## config.mk

```make
export PLATFORM = sky130hd
export DESIGN_NAME = rstclk_regs
export DESIGN_NICKNAME = d
export VERILOG_FILES = /design/src/rtl/rstclk_pkg.sv /design/src/rtl/rstclk_clken_reg.sv /design/src/rtl/rstclk_flag_reg.sv /design/src/rtl/rstclk_losc_ctl.sv /design/src/rtl/rstclk_rd_gate.sv /design/src/rtl/rstclk_regs.sv
export SDC_FILE = /design/constraint.sdc
export NUM_CORES = 1
export LEC_CHECK = 0
export BUFFER_PORTS_ARGS = -buffer_cell sky130_fd_sc_hd__buf_2
export CAP_MARGIN = 20
export CELL_PAD_IN_SITES_DETAIL_PLACEMENT = 0
export CELL_PAD_IN_SITES_GLOBAL_PLACEMENT = 1
export CORE_AREA = 2 2 133 135
export CTS_BUF_LIST = sky130_fd_sc_hd__clkbuf_4 sky130_fd_sc_hd__clkbuf_8
export DETAILED_ROUTE_END_ITERATION = 8
export DIE_AREA = 0 0 135 137
export GPL_TIMING_DRIVEN = 0
export PLACE_DENSITY = 0.74
export SYNTH_ARGS = -nofsm -noshare
export SYNTH_HDL_FRONTEND = slang
export SYNTH_SLANG_ARGS = --single-unit
export TNS_END_PERCENT = 10
```

## constraint.sdc

```tcl
create_clock -name clk -period 3.8 [get_ports clk]
set_clock_uncertainty 0.2 [all_clocks]
set_input_delay 0.57 -clock clk [delete_from_list [all_inputs] [get_ports clk]]
set_output_delay 0.57 -clock clk [all_outputs]
set_load 0.03 [all_outputs]
```

## src/rtl/rstclk_pkg.sv

```systemverilog
package rstclk_pkg;
   localparam int PERIPH_N = 4;
   localparam int FLAG_N   = 6;
   localparam int EVT_N    = 5;

   localparam logic [7:0] OFS_CLKEN = 8'h1C;
   localparam logic [7:0] OFS_STAT  = 8'h24;

   // peripheral order: timer 2, window watchdog, I2C1, power interface
   localparam int CLKEN_POS [PERIPH_N] = '{0, 11, 21, 28};

   localparam int STAT_OSC_EN   = 0;
   localparam int STAT_OSC_RDY  = 1;
   localparam int STAT_CLR      = 24;
   localparam int STAT_FLAG_LSB = 26;

   // flag index: 0 pin, 1 power-on, 2 software, 3 iwdg, 4 wwdg, 5 low-power
   localparam logic [FLAG_N-1:0] FLAG_POR_ONLY = 6'b000010;

   function automatic logic [FLAG_N-1:0] evt_to_flags(input logic [EVT_N-1:0] e);
      return {e[4], e[3], e[2], e[1], 1'b0, e[0]};
   endfunction
endpackage

```

## src/rtl/rstclk_clken_reg.sv

```systemverilog
module rstclk_clken_reg
   import rstclk_pkg::*;
#(
   parameter int DATA_W = 32
) (
   input  logic                clk,
   input  logic                arst_n,
   input  logic                wr,
   input  logic [DATA_W-1:0]   wdata,
   output logic [PERIPH_N-1:0] en
);
   for (genvar g = 0; g < PERIPH_N; g++) begin : g_bit
      always_ff @(posedge clk or negedge arst_n) begin
         if (!arst_n)  en[g] <= 1'b0;
         else if (wr)  en[g] <= wdata[CLKEN_POS[g]];
      end
   end
endmodule

```

## src/rtl/rstclk_flag_reg.sv

```systemverilog
module rstclk_flag_reg
   import rstclk_pkg::*;
(
   input  logic              clk,
   input  logic              por_n,
   input  logic              clr,
   input  logic [FLAG_N-1:0] ev,
   output logic [FLAG_N-1:0] flags
);
   logic [FLAG_N-1:0] kept;

   assign kept = clr ? '0 : flags;

   always_ff @(posedge clk or negedge por_n) begin
      if (!por_n) flags <= FLAG_POR_ONLY;
      else        flags <= kept | ev;
   end
endmodule

```

## src/rtl/rstclk_losc_ctl.sv

```systemverilog
module rstclk_losc_ctl #(
   parameter int OSC_START_CYC = 16
) (
   input  logic clk,
   input  logic arst_n,
   input  logic wr,
   input  logic wr_val,
   output logic en,
   output logic rdy
);
   always_ff @(posedge clk or negedge arst_n) begin
      if (!arst_n)  en <= 1'b0;
      else if (wr)  en <= wr_val;
   end

   if (OSC_START_CYC == 0) begin : g_instant
      assign rdy = en;
   end else begin : g_count
      localparam int CNT_W = $clog2(OSC_START_CYC + 1);
      localparam logic [CNT_W-1:0] LAST = CNT_W'(OSC_START_CYC - 1);
      logic [CNT_W-1:0] cnt_q;
      logic             done_q;

      always_ff @(posedge clk or negedge arst_n) begin
         if (!arst_n) begin
            cnt_q  <= '0;
            done_q <= 1'b0;
         end else if (!en) begin
            cnt_q  <= '0;
            done_q <= 1'b0;
         end else if (!done_q) begin
            if (cnt_q == LAST) done_q <= 1'b1;
            else               cnt_q  <= cnt_q + 1'b1;
         end
      end

      assign rdy = en & done_q;
   end
endmodule

```

## src/rtl/rstclk_rd_gate.sv

```systemverilog
module rstclk_rd_gate
   import rstclk_pkg::*;
#(
   parameter int DATA_W = 32
) (
   input  logic [PERIPH_N-1:0]        en,
   input  logic [PERIPH_N*DATA_W-1:0] raw,
   output logic [PERIPH_N*DATA_W-1:0] gated
);
   for (genvar g = 0; g < PERIPH_N; g++) begin : g_lane
      assign gated[g*DATA_W +: DATA_W] = en[g] ? raw[g*DATA_W +: DATA_W] : '0;
   end
endmodule

```

## src/rtl/rstclk_regs.sv

```systemverilog
module rstclk_regs
   import rstclk_pkg::*;
#(
   parameter int ADDR_W        = 8,
   parameter int DATA_W        = 32,
   parameter int OSC_START_CYC = 16
) (
   input  logic                       clk,
   input  logic                       por_n,
   input  logic                       sys_rst_n,
   input  logic                       bus_sel,
   input  logic                       bus_wr,
   input  logic [ADDR_W-1:0]          bus_addr,
   input  logic [DATA_W-1:0]          bus_wdata,
   output logic [DATA_W-1:0]          bus_rdata,
   input  logic [EVT_N-1:0]           rst_evt,
   output logic [PERIPH_N-1:0]        periph_clk_en,
   input  logic [PERIPH_N*DATA_W-1:0] periph_rdata_raw,
   output logic [PERIPH_N*DATA_W-1:0] periph_rdata,
   output logic                       losc_en,
   output logic                       losc_rdy
);
   if (DATA_W != 32) begin : g_bad_dw
      $error("rstclk_regs: DATA_W must be 32");
   end
   if (ADDR_W < 6) begin : g_bad_aw
      $error("rstclk_regs: ADDR_W must be at least 6");
   end
   if (OSC_START_CYC < 0) begin : g_bad_osc
      $error("rstclk_regs: OSC_START_CYC must not be negative");
   end

   localparam logic [ADDR_W-1:0] A_CLKEN = ADDR_W'(OFS_CLKEN);
   localparam logic [ADDR_W-1:0] A_STAT  = ADDR_W'(OFS_STAT);

   logic              arst_n;
   logic              hit_clken, hit_stat;
   logic              wr_clken, wr_stat, rd_en;
   logic [FLAG_N-1:0] flag_q;
   logic [DATA_W-1:0] clken_word, stat_word;

   assign arst_n    = por_n & sys_rst_n;
   assign hit_clken = (bus_addr == A_CLKEN);
   assign hit_stat  = (bus_addr == A_STAT);
   assign wr_clken  = bus_sel & bus_wr & hit_clken;
   assign wr_stat   = bus_sel & bus_wr & hit_stat;
   assign rd_en     = bus_sel & ~bus_wr;

   rstclk_clken_reg #(.DATA_W(DATA_W)) u_clken (
      .clk   (clk),
      .arst_n(arst_n),
      .wr    (wr_clken),
      .wdata (bus_wdata),
      .en    (periph_clk_en)
   );

   rstclk_flag_reg u_flags (
      .clk  (clk),
      .por_n(por_n),
      .clr  (wr_stat & bus_wdata[STAT_CLR]),
      .ev   (evt_to_flags(rst_evt)),
      .flags(flag_q)
   );

   rstclk_losc_ctl #(.OSC_START_CYC(OSC_START_CYC)) u_losc (
      .clk   (clk),
      .arst_n(arst_n),
      .wr    (wr_stat),
      .wr_val(bus_wdata[STAT_OSC_EN]),
      .en    (losc_en),
      .rdy   (losc_rdy)
   );

   rstclk_rd_gate #(.DATA_W(DATA_W)) u_gate (
      .en   (periph_clk_en),
      .raw  (periph_rdata_raw),
      .gated(periph_rdata)
   );

   always_comb begin
      clken_word = '0;
      for (int i = 0; i < PERIPH_N; i++) clken_word[CLKEN_POS[i]] = periph_clk_en[i];
   end

   always_comb begin
      stat_word = '0;
      stat_word[STAT_OSC_EN]  = losc_en;
      stat_word[STAT_OSC_RDY] = losc_rdy;
      stat_word[STAT_FLAG_LSB +: FLAG_N] = flag_q;
   end

   always_comb begin
      bus_rdata = '0;
      if (rd_en && hit_clken)     bus_rdata = clken_word;
      else if (rd_en && hit_stat) bus_rdata = stat_word;
   end
endmodule

```

==> summary.md, run 1 <==
* input port to primary output — WS Path Type
* 380 MHz — highest achievable clock rate
* 0.07 ns — clock transition at the register clock pins on the worst setup and hold paths after CTS
* 8620 µm — HPWL after detailed placement
* 0 ns — setup_tns
* sky130_fd_sc_hd__dfrtp_1 — primary flip-flop cell chosen by synthesis mapping
* u_losc.g_count.cnt_q[3] — Crit Reg-Reg Endpoint
* 237 — Mapped Cells
* 9610 µm — total detailed-routing wirelength
* bus_rdata[31] — Critical Path End
* 294 — IO buf count
* 9.16% — GRT Resource Usage Total
* sky130_fd_sc_hd__and2_1 (46%), sky130_fd_sc_hd__dfrtp_1 (21%), sky130_fd_sc_hd__buf_4 (8.8%) — leading post-synthesis cells by cell area
* 2431 — number of global-route vias before repair
* 101% — area overhead of the layout relative to synthesis
* 0.774 — final weighted congestion in routability-driven placement
* 0.0171 mm² — core footprint
* 0 — max capacitance violation total
* 69.2% — fin crit share
* 0.585 ns — slew at the pin closest to its max-slew limit
* 48 — num rows
* sky130_fd_sc_hd__clkbuf_8 — Root Buffer
* 18.7% — global routing met2 resource utilization
* 0.25 ns — worst-skew pair later-pin latency
* 31 — Distinct cells, synth
* 0 — count of warnings emitted by yosys
* 0 — quantity of gates resized following cts
* primary output — critical path endpoint category
* 9.57% — GR Layer Usage met1
* 0 — Final setup viols
* 344 — I/O pin total
* 1.83 ns — setup slack of the worst register-to-register path
* 135 µm — die width
* 0 — antenna cell count
* sky130_fd_sc_hd__and2_1 — library cell with the highest instance count after synthesis
* 1921 — fill cell total of the finished layout
* 22.7% — share of the yosys chip area belonging to registers
* 2668 — via count
* 17 — #FFs+latches synth
* 137 µm — Die Y-Extent
* 1.86 ns — worst endpoint data arrival time
* met2 — most congested layer reported by global routing
* sky130_fd_sc_hd__and2_1 (138), sky130_fd_sc_hd__buf_4 (22), sky130_fd_sc_hd__dfrtp_1 (16) — Commonest cells post-synth
* yes — CTS tree
* 0 — number of routed nets with antenna violations
* 4 — TritonRoute pass-1 iters
* input port to asynchronous set/reset pin — path type of the worst min-delay path
* 12.3 µm — average wire per cell in the routed design
* 100% — post-synthesis async set-or-reset flop share
* finished, final reports clean — result of the run
* input port — startpoint type of the worst setup path
* bus_addr[1] — source of the critical timing path
* 2.11% — met3 track demand over resource
* 738 — final net count
* 147 mW/mm² — Power Dens Cells
* 12 — pin count of the biggest net entering global routing
* 59 — Iter 0 DRT Violations
* 12900 µm — global-route wire length before repair
* 6 — critical-path maximum fanout
* 2.38 nW — leakage component of the power
* 0 — DRC violation count after routing
* 0 — antenna violations before repair
* 2.63 ns — Final Critical Period
* 1 — level count of the clock H-tree
* 7.92 µm² — mean instance size in the synthesized netlist
* 59.4% — share of final-layout standard cells stronger than drive strength 1
* 5 — worst reg2reg path depth
* 61.0% — Max-Slew Margin vs Limit
* false — setup repair after global routing missed its margin
* 17 — CTS sink count
* 46.0% — top cell type's share of synthesized area
* 0 — total count of hold-check failures in the final report
* 0.0185 mm² — die outline area
* 0.00188 mm² — mapped cell area
* 0 — total grt overflow
* u_losc.g_count.cnt_q[0] — reg-to-reg startpoint
* 2 — Bufs on Longest Clock Path
* sky130_fd_sc_hd__and2_1 — cell taking the most area after synthesis
* 0 — count of flip-flops with a built-in enable after synthesis
* 3.41 — post-detailed-route via-to-cell ratio
* 11.0% — Starting Density
* 0.0934 mV — Max VDD drop
* 3.03 ns — CP Data Required Time
* 3 — number of buffers created by CTS
* 0 — total count of max-transition violations in the final report
* 0.203 ns — hold_ws
stage by stage:
stage / power (mW) / instance area [µm²] / setup slack [ns] / std cells / utilization (%)
floorplan: 0.307 / 1960 / 1.54 / 258 / -
global placement: 0.412 / 3710 / 1.16 / 777 / 21.8
detailed placement: 0.414 / 3710 / 1.14 / 777 / 21.8
CTS: 0.566 / 3770 / 1.14 / 782 / 22.1
global route: 0.592 / 3770 / 1.09 / 782 / 22.1
finish: 0.556 / 3770 / 1.17 / 782 / 22.1
critical path: stages:
cell,delay [ns]
sky130_fd_sc_hd__buf_2,0.11
sky130_fd_sc_hd__nor4_4,0.42
sky130_fd_sc_hd__and4b_2,0.41
sky130_fd_sc_hd__and2_1,0.16
sky130_fd_sc_hd__buf_2,0.20
final cells by class:
cell class / count / area, µm² / share of cell area [%]
Timing Repair Buffer: 295 / 1480 / 39.3
Clock buffer: 4 / 48.8 / 1.29
Tap cell: 225 / 282 / 7.47
Multi-Input combinational cell: 204 / 1300 / 34.5
Sequential cell: 17 / 427 / 11.3
Buffer: 35 / 221 / 5.88
Inverter: 2 / 7.51 / 0.199
cells by family after synthesis:
| family | after synthesis | share of synthesized area, % |
|---|---|---|
| AOI/OAI and AO/OA | 12 | 4.40 |
| xor gates and xnor gates | 2 | 0.933 |
| adders and majority gates | 2 | 1.33 |
| buffers and inverters | 37 | 12.2 |
| DFF | 17 | 22.7 |
| muxes | 5 | 3.80 |
| other | 1 | 0.200 |
| and+or+nand+nor | 161 | 54.4 |
sequential cells by signal, indices dropped and copies added (netlist names):
signal	cells
u_flags.flags	6
u_losc.g_count.done_q	1
u_losc.g_count.cnt_q	5
u_clken.en	4
u_losc.en	1
worst min path at each step:
stage | startpoint | endpoint | slack [ns] | depth (start not counted)
floorplan | por_n | u_flags.flags[0] | 0.07 | 0
detailed placement | por_n | u_flags.flags[4] | 0.22 | 1
global placement | por_n | u_flags.flags[4] | 0.22 | 1
CTS | sys_rst_n | u_losc.en | 0.21 | 2
global route | sys_rst_n | u_losc.en | 0.24 | 2
finish | sys_rst_n | u_losc.en | 0.20 | 2
per-layer routing:
metal,wire [µm],share of wire [%]
met5,0,0
met4,43,0.45
met3,938,9.8
met2,5070,53
met1,3560,37
layout by cell type (no fill, tap or decap), types with 3 or more instances in the layout:
cell type	n
sky130_fd_sc_hd__clkbuf_8	3
sky130_fd_sc_hd__and3_1	4
sky130_fd_sc_hd__clkbuf_1	12
sky130_fd_sc_hd__conb_1	22
sky130_fd_sc_hd__buf_2	294
sky130_fd_sc_hd__a21o_1	5
sky130_fd_sc_hd__and2_1	138
sky130_fd_sc_hd__mux2_4	4
sky130_fd_sc_hd__dfrtp_1	16
sky130_fd_sc_hd__nor2_1	7
sky130_fd_sc_hd__buf_4	22
where the power goes:
| part | internal (mW) | switching, mW |
|---|---|---|
| clock | 0.0816 | 0.0640 |
| sequential | 0.183 | 0.00434 |
| combinational | 0.0985 | 0.125 |
repair_timing:
action	4_1_cts	5_1_grt
hold endpoints to repair	5	0
hold buffers	1	0
setup buffers	0	0
Note: power is estimated with default switching activity, not from simulation.
==> run 2, diff against run 1 <==
--- a/config.mk
+++ b/config.mk
@@ -5,16 +5,17 @@
 export SDC_FILE = /design/constraint.sdc
 export NUM_CORES = 1
 export LEC_CHECK = 0
+export ABC_AREA = 1
 export BUFFER_PORTS_ARGS = -buffer_cell sky130_fd_sc_hd__buf_2
 export CAP_MARGIN = 20
 export CELL_PAD_IN_SITES_DETAIL_PLACEMENT = 0
 export CELL_PAD_IN_SITES_GLOBAL_PLACEMENT = 1
-export CORE_AREA = 2 2 133 135
+export CORE_AREA = 2 2 132 134
 export CTS_BUF_LIST = sky130_fd_sc_hd__clkbuf_4 sky130_fd_sc_hd__clkbuf_8
 export DETAILED_ROUTE_END_ITERATION = 8
-export DIE_AREA = 0 0 135 137
+export DIE_AREA = 0 0 134 136
 export GPL_TIMING_DRIVEN = 0
-export PLACE_DENSITY = 0.74
+export PLACE_DENSITY = 0.81
 export SYNTH_ARGS = -nofsm -noshare
 export SYNTH_HDL_FRONTEND = slang
 export SYNTH_SLANG_ARGS = --single-unit
==> constraint.sdc (replaced) <==
create_clock -name clk -period 2.48 [get_ports clk]
set_clock_uncertainty 0.2 [all_clocks]
set_input_delay 0.372 -clock clk [delete_from_list [all_inputs] [get_ports clk]]
set_output_delay 0.372 -clock clk [all_outputs]
set_load 0.03 [all_outputs]
==> summary.md, run 2 <==
* 0 — Final setup viols, unchanged
* sky130_fd_sc_hd__buf_2 (310), sky130_fd_sc_hd__inv_1 (156), sky130_fd_sc_hd__nand2_1 (155) — highest-count cells in the layout ignoring fill and taps, was sky130_fd_sc_hd__buf_2 (294), sky130_fd_sc_hd__and2_1 (138), sky130_fd_sc_hd__buf_4 (22), sky130_fd_sc_hd__conb_1 (22), sky130_fd_sc_hd__dfrtp_1 (16)
* input port — startpoint type of the worst setup path, unchanged
* 26 — Distinct cells, synth, was 31
* 0 — quantity of gates resized following cts, unchanged
* sky130_fd_sc_hd__inv_1 (156), sky130_fd_sc_hd__nand2_1 (155), sky130_fd_sc_hd__buf_4 (22) — Commonest cells post-synth, was sky130_fd_sc_hd__and2_1 (138), sky130_fd_sc_hd__buf_4 (22), sky130_fd_sc_hd__dfrtp_1 (16)
* 0.00410 mm² — post-layout instance area, was 0.00377 mm²
* sky130_fd_sc_hd__inv_1 — library cell with the highest instance count after synthesis, was sky130_fd_sc_hd__and2_1
* rst_evt[3] — Worst Hold Launch
* 9510 µm — total detailed-routing wirelength, was 9610 µm
* input port to primary output — WS Path Type, unchanged
* 100% — post-synthesis async set-or-reset flop share, unchanged
* 17 — #FFs+latches synth, unchanged
* 5.28 µm² — mean instance size in the synthesized netlist, was 7.92 µm²
* 919 — final net count, was 738
* 0.08 ns — clock transition at the register clock pins on the worst setup and hold paths after CTS, was 0.07 ns
* finished, final reports clean — result of the run, unchanged
* 0.00101 mm² — area taken by multi-input logic gates, was 0.00130 mm²
* sky130_fd_sc_hd__clkbuf_8 — Root Buffer, unchanged
* 134 µm — die width, was 135 µm
* 0 — max capacitance violation total, unchanged
* yes — CTS tree, unchanged
* 48 — num rows, unchanged
* 963 — count of placed standard cells in the final layout, fillers left out, was 782
* 213 mW/mm² — Power Dens Cells, was 147 mW/mm²
* 3.24 — post-detailed-route via-to-cell ratio, was 3.41
* 86.4% — area overhead of the layout relative to synthesis, was 101%
* 0 — antenna cell count, unchanged
* 0 ns — setup_tns, unchanged
* 0.00403 mm² — placed cell area, was 0.00371 mm²
* 3121 — via count, was 2668
* input port to register — path type of the worst min-delay path, was input port to asynchronous set/reset pin
* bus_addr[5] — source of the critical timing path, was bus_addr[1]
* 0.26 ns — worst-skew pair later-pin latency, was 0.25 ns
* sky130_fd_sc_hd__inv_1 (27%), sky130_fd_sc_hd__nand2_1 (26%), sky130_fd_sc_hd__dfrtp_1 (18%) — leading post-synthesis cells by cell area, was sky130_fd_sc_hd__and2_1 (46%), sky130_fd_sc_hd__dfrtp_1 (21%), sky130_fd_sc_hd__buf_4 (8.8%)
* 12700 µm — global-route wire length before repair, was 12900 µm
* 19.4% — share of the yosys chip area belonging to registers, was 22.7%
* u_flags.flags: 6 flops, u_losc.g_count.cnt_q: 5 flops, u_clken.en: 4 flops — largest registers in the final layout, unchanged
* 136 µm — Die Y-Extent, was 137 µm
* 0.155 mV — Max VDD drop, was 0.0934 mV
* u_flags.flags — most flop-heavy register, unchanged
* 4 — critical-path maximum fanout, was 6
* 0.00220 mm² — mapped cell area, was 0.00188 mm²
* 91.8% — fin crit share
* 12 — pin count of the biggest net entering global routing, unchanged
* 85 — Iter 0 DRT Violations, was 59
* 439 MHz — highest achievable clock rate
* 0 — total grt overflow, unchanged
* primary output — critical path endpoint category, unchanged
* 0 — total count of max-transition violations in the final report, unchanged
* 2 — Bufs on Longest Clock Path, unchanged
* sky130_fd_sc_hd__buf_2 — most common library cell in the layout ignoring fill and taps, unchanged
* 48.8% — share of final-layout standard cells stronger than drive strength 1, was 59.4%
* 8460 µm — HPWL after detailed placement, was 8620 µm
* 26.6% — top cell type's share of synthesized area, was 46.0%
* sky130_fd_sc_hd__dfrtp_1 — primary flip-flop cell chosen by synthesis mapping, unchanged
* 417 — Mapped Cells, was 237
* 24.3% — share of the core filled with cells, was 22.1%
* 427 µm² — area used by sequential logic in the layout, unchanged
* 8.78% — GRT Resource Usage Total, was 9.16%
* 1944 — fill cell total of the finished layout, was 1921
* u_losc.g_count.cnt_q[0] — reg-to-reg startpoint, unchanged
* 0.708 — final weighted congestion in routability-driven placement, was 0.774
* 3.61 nW — leakage component of the power, was 2.38 nW
* 344 — I/O pin total, unchanged
* 0.0897 ns — hold_ws, was 0.203 ns
* 4 — TritonRoute pass-1 iters, unchanged
* false — setup repair after global routing missed its margin, unchanged
* 9.88 µm — average wire per cell in the routed design, was 12.3 µm
* 3 — number of buffers created by CTS, unchanged
* 0 — number of routed nets with antenna violations, unchanged
* 2.28 ns — Final Critical Period
* 6 — flip-flop count of the largest register, all copies and words added, unchanged
* 1.70 ns — worst endpoint data arrival time, was 1.86 ns
* 0 — DRC violation count after routing, unchanged
* 0 — count of flip-flops with a built-in enable after synthesis, unchanged
* 2465 — number of global-route vias before repair, was 2431
* 294 — IO buf count, unchanged
* 1.91 ns — CP Data Required Time, was 3.03 ns
* 1 — level count of the clock H-tree, unchanged
* 13.0% — Starting Density, was 11.0%
* 0 — antenna violations before repair, unchanged
* 17 — CTS sink count, unchanged
* 0.0182 mm² — die outline area, was 0.0185 mm²
* 0 — total count of hold-check failures in the final report, unchanged
* 0.0169 mm² — core footprint, was 0.0171 mm²
* sky130_fd_sc_hd__inv_1 — cell taking the most area after synthesis, was sky130_fd_sc_hd__and2_1
* 0 — count of warnings emitted by yosys, unchanged
* 957 — cell count after placement, was 777
==> run 2: worst max-delay path: stages <==
cell and delay, ns:
sky130_fd_sc_hd__buf_2 0.11, sky130_fd_sc_hd__inv_1 0.05, sky130_fd_sc_hd__nand2_1 0.07, sky130_fd_sc_hd__nor2_4 0.21, sky130_fd_sc_hd__nand3_1 0.33, sky130_fd_sc_hd__o21ai_1 0.31
sky130_fd_sc_hd__buf_2 0.24
==> run 2: kinds of logic after synthesis <==
logic type / Yosys count / share of synthesized area [%]
XOR/XNOR: 1 / 0.398
flip-flops: 17 / 19.4
AND/OR/NAND/NOR: 187 / 37.6
buffers and inverters: 197 / 38.3
other: 1 / 0.170
AO/OA/AOI/OAI: 12 / 3.01
adder cells (fa/ha/maj): 2 / 1.14
==> run 2: stage by stage <==
step	power [mW]	setup slack (ns)
after CTS	0.893	0.127
final	0.875	0.204
after global placement	0.658	0.129
after global routing	0.939	0.0552
after floorplan	0.489	0.671
after detailed placement	0.658	0.132
==> run 2: report_power, final <==
part	total (mW)	leakage (nW)	switching (mW)	internal, mW
Sequential	0.282	0.206	0.00244	0.280
Combinational	0.371	3.38	0.220	0.151
Clock	0.222	0.0217	0.109	0.113
==> run 2: worst paths after layout <==
kind | endpoint | cells past startpoint | slack, ns
min in group asynchronous | u_flags.flags[4] | 2 | 0.26
max reg2reg | u_losc.g_count.cnt_q[3] | 8 | 0.75
min reg2reg | u_flags.flags[1] | 2 | 0.25
max in group asynchronous | u_clken.en[0] | 4 | 1.13
min | u_flags.flags[4] | 3 | 0.09
max | bus_rdata[28] | 7 | 0.20
==> run 2: repair_timing <==
item / CTS / global route
endpoints found under the hold margin: 17 / 0
setup buffers: 0 / 0
hold buffers: 2 / 0
==> run 2: area by class of cell <==
| cell class | count | area share, % |
|---|---|---|
| Timing Repair Buffer | 296 | 36.4 |
| Multi-Input combinational cell | 224 | 24.6 |
| Inverter | 159 | 14.6 |
| Sequential cell | 17 | 10.4 |
| Tap cell | 225 | 6.86 |
| Buffer | 38 | 5.98 |
| Clock buffer | 3 | 1.01 |
| Clock inverter | 1 | 0.183 |
==> run 2: per-layer routing <==
layer	GRT usage, %	share of wire [%]	up-vias
met3	1.57	7.9	2
met4	0.709	0.16	0
met5	0	0	-
li1	-	-	1706
met1	10.7	41	1279
met2	16.6	51	134
